File: src/rtl/owner_dir_bank.sv
module owner_dir_bank #(
  parameter int NUM_CORES = 4,
  parameter int DEPTH     = 16,
  parameter int DATA_W    = 32,
  localparam int CORE_W   = (NUM_CORES > 1) ? $clog2(NUM_CORES) : 1,
  localparam int ADDR_W   = (DEPTH > 1) ? $clog2(DEPTH) : 1
) (
  input  logic              clk,
  input  logic              rst_n,
  input  logic              req_valid,
  input  logic [1:0]        req_op,
  input  logic [CORE_W-1:0] req_core,
  input  logic [ADDR_W-1:0] req_addr,
  input  logic [DATA_W-1:0] req_wdata,
  output logic              rsp_valid,
  output logic              rsp_ack,
  output logic [CORE_W-1:0] rsp_core,
  output logic [DATA_W-1:0] rsp_data,
  output logic              fwd_valid,
  output logic [CORE_W-1:0] fwd_owner,
  output logic [CORE_W-1:0] fwd_requester,
  output logic [ADDR_W-1:0] fwd_addr
);
  localparam logic [1:0] OP_READ = 2'd0;
  localparam logic [1:0] OP_REG  = 2'd1;
  localparam logic [1:0] OP_WB   = 2'd2;

  logic [DATA_W-1:0] slot_q [DEPTH];
  logic [DEPTH-1:0]  owned_q;

  logic [DATA_W-1:0] cur_word;
  logic [CORE_W-1:0] cur_owner;
  logic              cur_owned, do_read, do_reg, do_wb;

  assign cur_word  = slot_q[req_addr];
  assign cur_owner = cur_word[CORE_W-1:0];
  assign cur_owned = owned_q[req_addr];
  assign do_read   = req_valid && req_op == OP_READ;
  assign do_reg    = req_valid && req_op == OP_REG;
  assign do_wb     = req_valid && req_op == OP_WB && cur_owned && cur_owner == req_core;

  always_ff @(posedge clk or negedge rst_n) begin
    if (!rst_n) begin
      owned_q <= '0;
      for (int i = 0; i < DEPTH; i++) slot_q[i] <= '0;
    end else if (do_reg) begin
      owned_q[req_addr] <= 1'b1;
      slot_q[req_addr]  <= DATA_W'(req_core);
    end else if (do_wb) begin
      owned_q[req_addr] <= 1'b0;
      slot_q[req_addr]  <= req_wdata;
    end
  end

  always_ff @(posedge clk or negedge rst_n) begin
    if (!rst_n) begin
      rsp_valid     <= 1'b0;
      rsp_ack       <= 1'b0;
      rsp_core      <= '0;
      rsp_data      <= '0;
      fwd_valid     <= 1'b0;
      fwd_owner     <= '0;
      fwd_requester <= '0;
      fwd_addr      <= '0;
    end else begin
      rsp_valid     <= (do_read && !cur_owned) || do_reg;
      rsp_ack       <= do_reg;
      rsp_core      <= req_core;
      rsp_data      <= do_reg ? '0 : cur_word;
      fwd_valid     <= do_read && cur_owned;
      fwd_owner     <= cur_owner;
      fwd_requester <= req_core;
      fwd_addr      <= req_addr;
    end
  end
endmodule


File: config.mk
export PLATFORM = sky130hd
export DESIGN_NAME = owner_dir_bank
export DESIGN_NICKNAME = d
export VERILOG_FILES = /design/src/rtl/owner_dir_bank.sv
export SDC_FILE = /design/constraint.sdc
export NUM_CORES = 1
export LEC_CHECK = 0
export BUFFER_PORTS_ARGS = -buffer_cell sky130_fd_sc_hd__buf_2
export CORE_UTILIZATION = 35
export CTS_CLUSTER_DIAMETER = 40
export DETAILED_ROUTE_END_ITERATION = 10
export PLACE_DENSITY = 0.55
export SYNTH_ARGS = -nofsm -noshare
export SYNTH_HDL_FRONTEND = slang
export SYNTH_SLANG_ARGS = --single-unit
File: constraint.sdc
create_clock -name clk -period 3.42 [get_ports clk]
set_input_delay 0.684 -clock clk [delete_from_list [all_inputs] [get_ports clk]]
set_output_delay 0.684 -clock clk [all_outputs]
set_load 0.03 [all_outputs]
==> metrics.md <==
| Metric | Value |
|---|---|
| Mapped Nets | 1643 |
| Global-route usage over all layers | 0.220 |
| Cell Pwr Density | 613 mW/mm^2 |
| Num Clock Sinks | 571 |
| First-pass GRT wire length | 116 mm |
| Die height | 265 um |
| Initial drt markers | 1139 |
| CTS tree | done |
| # DRC | 0 |
| Max-slew headroom | 0.347 |
| Cell count after synthesis | 1600 |
| Post_cts resized | 0 |
| Port Buf Inserts | 87 |
| Number of synthesized register bits | 571 |
| R2R setup slack | 420 ps |
| Row count | 96 |
| TNS Setup | 0 ps |
| Synth top area cells | dfrtp_1 (59%), o2bb2ai_1 (17%), mux4_2 (15%) |
| Measured slew at the worst slew-check pin | 980 ps |
| DR vias/cell | 5.97 |
| Placed cells | 2519 |
| Synth Flop Type | dfrtp_1 |
| Sequential area share after synthesis | 0.590 |
| Placed cell areas | 0.0263 sq mm |
| Post-route insts no fill | 2682 |
| Antenna viol nets, final | 0 |
| Sink of the worst hold path | fwd_requester[0] |
| Hold buffers post-CTS | 1 |
| CP Max Fanout | 16 |
| Max Clock Freq | 0.333 GHz |
| Largest area contributor in the netlist | dfrtp_1 |
| Initial Util | 0.353 |
| Final setup fails | 0 |
| Leakage | 12.9 nW |
| R2r startpoint | slot_q[417] |
| Crit path DAT | 3470 ps |
| # H-tree levels | 3 |
| Setup Buffers After CTS | 0 |
| Async S/R FF share, synth | 1.00 |
| Fillcell total | 6125 |
| Fin area | 0.0296 sq mm |
| Number of synthesized flops with an enable pin | 0 |
| Syn avg cell area | 15.1 sq um |
| Hold Path Depth | 1 |
| Final Power | 0.0181 W |
| Die ar. | 0.0703 sq mm |
| HP Class | input port to flip-flop |
| Die span in x | 265 um |
| DR WL/cell | 28.1 um |
| Vias | 16000 |
| Drt pass-1 iters | 5 |
| Vias in the first global route | 17300 |
| Synth unique cells | 31 |
| Period utilization | 0.879 |
| Commonest cells in the synthesized netlist | dfrtp_1 (571), o2bb2ai_1 (480), mux4_2 (157), clkbuf_1 (103), buf_2 (64) |
| # IOs | 88 |
| Setup CP Type | flip-flop to flip-flop |
| Mapped Area | 0.0242 sq mm |
| Largest net degree at the start of global routing | 102 |
| Num CTS Buffers | 89 |
| CTS Root Cell | clkbuf_16 |
| VDD IR max | 0.347 mV |
| HPWL Detailed | 43.3 mm |
| CP required | 3880 ps |
| Final Hold Fails | 0 |
| Routed WL | 75.4 mm |
| Endpoint type of the worst setup path | flip-flop |
| # diodes | 0 |
| Clock Skew | 19.6 ps |
| Total gr overflow | 0 |
| Crit path time final | 3000 ps |
| Hold Crit Start | req_core[0] |
| Max cap viols | 0 |
| Startpoint Class | flip-flop |
| Share of cells above drive strength 1 | 0.314 |
| Clock latency on the worst-skew pair | 620 ps |
| Count leader, synth | dfrtp_1 |
| Final net count | 1723 |
| Synthesis Warnings | 0 |
| Initial antenna violation count | 1 |
| P&R area growth vs syn | 22.2% |
| Top-area cell type share of the netlist area | 0.590 |
| Longest Clk Path Bufs | 3 |
| R2r worst-path depth | 8 |
| Clock-pin slew on the worst setup and hold paths | 60 ps |
| GPL Wtd Cong | 0.812 |
| Core area | 0.0686 sq mm |
| Critical R2R Capture | slot_q[47] |
| RSZ-0062 raised after global routing | no |
| Status | completed |
| Final Max Slew Viols | 0 |
## layout make-up
| cell class | instances | area [sq um] | area share |
|---|---|---|---|
| timing repair buffer | 171 | 1600 | 0.0540 |
| sequential | 571 | 14300 | 0.483 |
| clock buffer | 110 | 2510 | 0.0849 |
| inverter | 3 | 11.3 | 0.000381 |
| tap | 931 | 1160 | 0.0394 |
| multi-input combinational | 844 | 9270 | 0.313 |
| clock inverter | 52 | 748 | 0.0253 |
## metal layers
metal,GRT usage,share of wire,up-vias
li1,-,-,6525
met1,0.300,0.43,8768
met2,0.354,0.48,565
met3,0.0400,0.051,155
met4,0.0787,0.032,0
met5,0,0,-
## how the worst max path moves through the flow
stage / startpoint / end / slack (ps)
after floorplan: req_addr[0] / rsp_data[10] / 150
after global placement: req_addr[2] / slot_q[49] / -100
after detailed placement: req_addr[2] / slot_q[49] / -30
after CTS: slot_q[417] / slot_q[47] / 420
after global routing: slot_q[417] / slot_q[47] / 330
final: slot_q[417] / slot_q[47] / 420
## flip-flops by register name (all words and copies together) (netlist names), named ones only
signal,flops
fwd_requester,2
slot_q,512
rsp_data,32
fwd_addr,4
fwd_owner,2
rsp_ack,1
fwd_valid,1
rsp_valid,1
## where the power goes
| part | total [W] | switching (W) | leakage [nW] | internal [W] |
|---|---|---|---|---|
| combinational | 0.00116 | 0.000696 | 3.47 | 0.000468 |
| sequential | 0.00716 | 0.000144 | 7.89 | 0.00702 |
| clock | 0.00981 | 0.00337 | 1.58 | 0.00645 |
| total | 0.0181 | 0.00421 | 12.9 | 0.0139 |
## stage by stage
step	worst slack, ps	hold WS (ps)	util
after floorplan	151	388	-
after global placement	-105	465	0.384
after detailed placement	-34.3	468	0.384
after CTS	422	202	0.431
after global routing	331	212	0.431
final	415	229	0.431
## critical path, stage by stage, from the launching register on
cell and delay (ps):
dfrtp_1 430, mux4_2 470, mux4_2 530, xor2_1 190, o41ai_4 340, buf_12 210, nand2_2 200, buf_4 290
o2bb2ai_1 160
## cells by family after synthesis
logic type,synth area share
flip-flops,0.590
AO/OA/AOI/OAI,0.182
multiplexers,0.168
buffers and inverters,0.0328
AND/OR/NAND/NOR,0.0265
XOR/XNOR,0.00109
## placed cells by master (no fill, tap or decap), types with 5 or more instances in the layout
master	Yosys	final
mux2_2	31	31
buf_2	64	83
clkbuf_16	0	93
bufinv_16	0	16
nand3_1	21	5
dfrtp_1	571	571
clkbuf_1	103	5
o2bb2ai_1	480	480
buf_12	0	40
mux4_2	157	157
inv_6	0	13
and2_1	32	32
clkinv_2	0	10
buf_4	3	44
mux2i_1	17	17
clkbuf_8	0	13
nand2_1	57	41
nor2_1	10	10
nand2_2	0	16
clkinv_4	0	5
clkinvlp_4	0	8
a22o_1	16	16
nor3_1	7	6
nand3_2	0	16
Power figures use the tool's default switching activity.
